==> config.mk <==
export PLATFORM = sky130hd
export DESIGN_NAME = lut_dac_sel
export DESIGN_NICKNAME = d
export VERILOG_FILES = /design/src/rtl/lut_dac_sel.sv
export SDC_FILE = /design/constraint.sdc
export NUM_CORES = 2
export LEC_CHECK = 0
export BUFFER_PORTS_ARGS = -buffer_cell sky130_fd_sc_hd__buf_4
export CORE_ASPECT_RATIO = 1.5
export CORE_MARGIN = 8
export CORE_UTILIZATION = 59
export CTS_CLUSTER_DIAMETER = 40
export DETAILED_ROUTE_END_ITERATION = 8
export GPL_TIMING_DRIVEN = 0
export PLACE_DENSITY = 0.81
export SETUP_SLACK_MARGIN = 0.2
export SLEW_MARGIN = 30
export SYNTH_ARGS = -nofsm -noshare
export SYNTH_HDL_FRONTEND = slang
export SYNTH_SLANG_ARGS = --single-unit
==> constraint.sdc <==
create_clock -name clk -period 6.6 [get_ports clk]
set_clock_uncertainty 0.15 [all_clocks]
set_input_delay 0.66 -clock clk [delete_from_list [all_inputs] [get_ports clk]]
set_output_delay 0.66 -clock clk [all_outputs]
set_load 0.02 [all_outputs]
==> src/rtl/lut_dac_sel.sv <==
module lut_dac_sel #(
  parameter int CODE_W = 8,
  parameter int ROW_W  = 6,
  parameter int ADDR_W = 8
) (
  input  logic              clk,
  input  logic              rst_n,
  input  logic              wr_en,
  input  logic [ADDR_W-1:0] wr_addr,
  input  logic [CODE_W-1:0] wr_data,
  input  logic [CODE_W-1:0] adc_code,
  output logic [CODE_W-1:0] ch0_code,
  output logic [CODE_W-1:0] ch1_code,
  output logic              ch0_sink,
  output logic              ch1_sink
);
  localparam int ROWS = 1 << ROW_W;
  localparam int BIT_DIRECT = CODE_W - 1;
  localparam int BIT_TABLE  = CODE_W - 2;
  localparam logic [ADDR_W-1:0] A_DIR  = ADDR_W'(8'h80);
  localparam logic [ADDR_W-1:0] A_CTL0 = ADDR_W'(8'h81);
  localparam logic [ADDR_W-1:0] A_CTL1 = ADDR_W'(8'h82);
  localparam logic [ADDR_W-1:0] A_DB0  = ADDR_W'(8'h83);
  localparam logic [ADDR_W-1:0] A_DB1  = ADDR_W'(8'h84);

  logic [CODE_W-1:0] lut0 [ROWS];
  logic [CODE_W-1:0] lut1 [ROWS];
  logic [CODE_W-1:0] ctl0, ctl1, dbyte0, dbyte1;
  logic [1:0]        dir_q;

  wire [ROW_W-1:0] adc_row = adc_code[CODE_W-1 -: ROW_W];
  wire [ROW_W-1:0] waddr_row = wr_addr[ROW_W-1:0];
  wire in_tables = (wr_addr >> (ROW_W + 1)) == '0;
  wire hit_t0 = wr_en && in_tables && !wr_addr[ROW_W];
  wire hit_t1 = wr_en && in_tables &&  wr_addr[ROW_W];

  always_ff @(posedge clk or negedge rst_n) begin
    if (!rst_n) begin
      for (int i = 0; i < ROWS; i++) begin
        lut0[i] <= '0;
        lut1[i] <= '0;
      end
    end else begin
      if (hit_t0) lut0[waddr_row] <= wr_data;
      if (hit_t1) lut1[waddr_row] <= wr_data;
    end
  end

  always_ff @(posedge clk or negedge rst_n) begin
    if (!rst_n) begin
      ctl0 <= '0; ctl1 <= '0; dbyte0 <= '0; dbyte1 <= '0; dir_q <= '0;
    end else if (wr_en) begin
      case (wr_addr)
        A_DIR:  dir_q  <= wr_data[1:0];
        A_CTL0: ctl0   <= wr_data;
        A_CTL1: ctl1   <= wr_data;
        A_DB0:  dbyte0 <= wr_data;
        A_DB1:  dbyte1 <= wr_data;
        default: ;
      endcase
    end
  end

  wire [ROW_W-1:0] row0 = ctl0[BIT_TABLE] ? ctl0[ROW_W-1:0] : adc_row;
  wire [ROW_W-1:0] row1 = ctl1[BIT_TABLE] ? ctl1[ROW_W-1:0] : adc_row;
  wire [CODE_W-1:0] nxt0 = ctl0[BIT_DIRECT] ? dbyte0 : lut0[row0];
  wire [CODE_W-1:0] nxt1 = ctl1[BIT_DIRECT] ? dbyte1 : lut1[row1];

  always_ff @(posedge clk or negedge rst_n) begin
    if (!rst_n) begin
      ch0_code <= '0;
      ch1_code <= '0;
    end else begin
      ch0_code <= nxt0;
      ch1_code <= nxt1;
    end
  end

  assign ch0_sink = dir_q[0];
  assign ch1_sink = dir_q[1];
endmodule

==> results.yml <==
layout:
  final_cell_area_um2: 57400
  register_area_um2: 26900
  nets: 4734
  layout_common_cells: "1074 x dfrtp_1, 1047 x mux2_2, 521 x nor2_1, 375 x nand2_1, 250 x clkbuf_1"
  utilization_pct: 66.7
  layout-drive-gt1-share_pct: 29.2
  fillers: 6471
  syn_to_final_growth_pct: 12.3
  instances_no_fill: 5962
  multi_input_comb_area_um2: 23000
  final_common_cell: "dfrtp_1"
setup_path:
  critPathCaptureType: "flop"
  path_max_fanout: 10
  reg2reg_from: "ctl0[6]"
  startpoint_type: "flop"
  critical_path_class: "flop to flop"
  crit_family: "buffers and inverters"
  critPathBufInv: 4
  max_stage_delay_ns: 0.84
  cp.required_ns: 6.97
  cpMaxStageDelayCell: "clkbuf_1"
  r2r-end: "ch0_code[4]"
  path_depth: 11
  path_cells: "buf_2 -> and3b_1 -> nor2_1 -> clkbuf_1 -> clkbuf_1 -> o211ai_1 -> o221ai_1 -> a22oi_1 -> o311ai_2 -> clkbuf_4 -> nand4_1"
  crit_path_frequent_cell: "clkbuf_1"
  r2r_cells: 11
  ff2ff_setup_slack_ns: 2.25
  critPathArrivalTime_ns: 4.72
detailed_routing:
  drtAntennaViolNets: 0
  first_pass_iters: 6
  wirelength_mm: 186
  via_per_inst: 6.86
  drtIter0Drc: 4852
  drc: 0
  vias: 40900
  wire_per_inst_um: 31.3
place:
  place_ws_ns: 1.93
  place_inst: 5721
  hpwlAfterDp_mm: 132
  port_buffers: 29
  place_area_um2: 53200
  place_congestion: 1.06
logic_synthesis:
  synth_area_um2: 51100
  yosysSeqAreaShare_pct: 52.6
  synth-edff-count: 0
  synthDistinctLibCells: 65
  async_reset_ff_share_pct: 100
  synth_cells: 4541
  ys.flop_type: "dfrtp_1"
  ys_ff_latch: 1074
  syn_nets: 4568
  syn_avg_cell_area_um2: 11.3
  synth_warnings: 0
timing:
  clock.fmax_mhz: 230
  grt_setup_unrepaired: "no"
  layout_min_cycle_time_ns: 4.35
  finalHoldViolCount: 0
  period_share_pct: 66.0
  fin_hold_ws_ns: 0.323
  relSlewSlack_pct: 23.8
  setup_violations: 0
  tns_ns: 0
  finalWorstSetupSlack_ns: 2.25
  drv_slew: 0
  worstMarginPinSlew_ns: 1.14
worst_hold_path:
  hp-start: "wr_data[4]"
  min_delay_path_depth: 2
  min_to: "lut0[76]"
  hold_class: "input pin to flop"
clock_tree:
  hold_buffers: 1
  cts_root_buffer: "clkbuf_16"
  cts_buffers: 119
  cts_num_sinks: 1074
  post_cts_resized: 0
  clock_latency_ns: 0.76
  clk_path_buf_depth: 3
  cts_tree: "yes"
  cts.htree.levels: 3
  cts_setup_buffers: 0
  clkTransAtPathRegs_ns: 0.07
power:
  p_leak_nw: 27.0
  vdd_ir_drop_max_mv: 0.236
  pwr_density_cell_nw_per_um2: 274
  p_total_mw: 15.7
floorplanning:
  dieWidth_um: 256
  io_pins: 45
  core-area_um2: 86000
  start_util_pct: 59.4
  die-area_um2: 96500
  rows: 132
  chipHeight_um: 377
grt:
  antenna_found_initial: 15
  grt_overflow: 0
  grt_usage_pct: 38.1
  grt_max_degree: 132
  grt_pass1_vias: 41400
  grt_pass1_wl_mm: 273
run:
  maxCapViolations: 0
status:
  outcome: "complete, no violations"
registers in the layout, summed over array words and instances, names as in the netlist:
name / flops
lut0: 512
lut1: 512
ch0_code: 8
ch1_code: 8
ctl0: 8
ctl1: 8
dbyte0: 8
dbyte1: 8
dir_q: 2
area by class of cell:
cell class / count / area share (%)
Antenna cell: 12 / 0.0523
Sequential cell: 1074 / 46.8
Buffer: 336 / 2.39
Clock inverter: 77 / 1.50
Multi-Input combinational cell: 3104 / 40.0
Clock buffer: 148 / 5.71
Inverter: 27 / 0.176
Timing Repair Buffer: 45 / 0.911
Tap cell: 1139 / 2.48
Yosys cell counts (8+ instances only):
cell	n	area, µm²
nand4_1	20	125
buf_1	36	135
o2111ai_1	12	105
a22o_1	14	123
a221oi_1	25	219
a31oi_1	35	219
a211o_1	14	123
o21bai_1	48	360
nand2_1	375	1410
o41ai_1	8	70.1
nand3_1	33	165
nand2b_1	67	419
a21oi_1	123	616
and3b_1	9	78.8
buf_2	36	180
nor2_1	526	1970
o221ai_1	61	534
o32ai_1	12	105
clkbuf_1	256	961
a211oi_1	73	548
o22ai_1	53	332
dfrtp_1	1074	26900
o21ai_0	243	1220
nor4_1	38	238
mux2_2	1047	11800
o31ai_1	8	60.1
o211ai_1	65	488
o311ai_0	11	96.3
nor3_1	10	50.1
or4_1	12	90.1
nor2b_1	11	68.8
inv_1	25	93.8
a22oi_1	54	405
power by group:
group / leakage, nW / internal (mW) / switching [mW]
Sequential: 14.7 / 6.91 / 0.192
Combinational: 10.2 / 0.544 / 1.12
Clock: 2.01 / 3.93 / 3.06
Total: 27.0 / 11.4 / 4.37
metal layers:
metal | GRT usage (%) | part of all wire [%] | vias to the layer above
li1 | - | - | 16800
met1 | 41.5 | 33 | 20500
met2 | 60.4 | 46 | 2617
met3 | 9.74 | 9.4 | 957
met4 | 36.2 | 11 | 10
met5 | 0 | 0.038 | -
logic make-up after synthesis:
family | Yosys count | synth area share [%]
buffers and inverters | 363 | 2.84
multiplexers | 1054 | 23.2
AND/OR/NAND/NOR | 1145 | 9.65
AO/OA/AOI/OAI | 905 | 11.8
flip-flops | 1074 | 52.6
worst max-delay path by stage:
stage,start,to
detailed placement,adc_code[3],ch0_code[4]
floorplan,adc_code[3],ch1_code[1]
global route,ctl0[6],ch0_code[4]
CTS,ctl0[1],ch0_code[2]
global placement,rst_n,lut0[378]
finish,ctl0[6],ch0_code[4]
(Power assumes the default switching activity.)
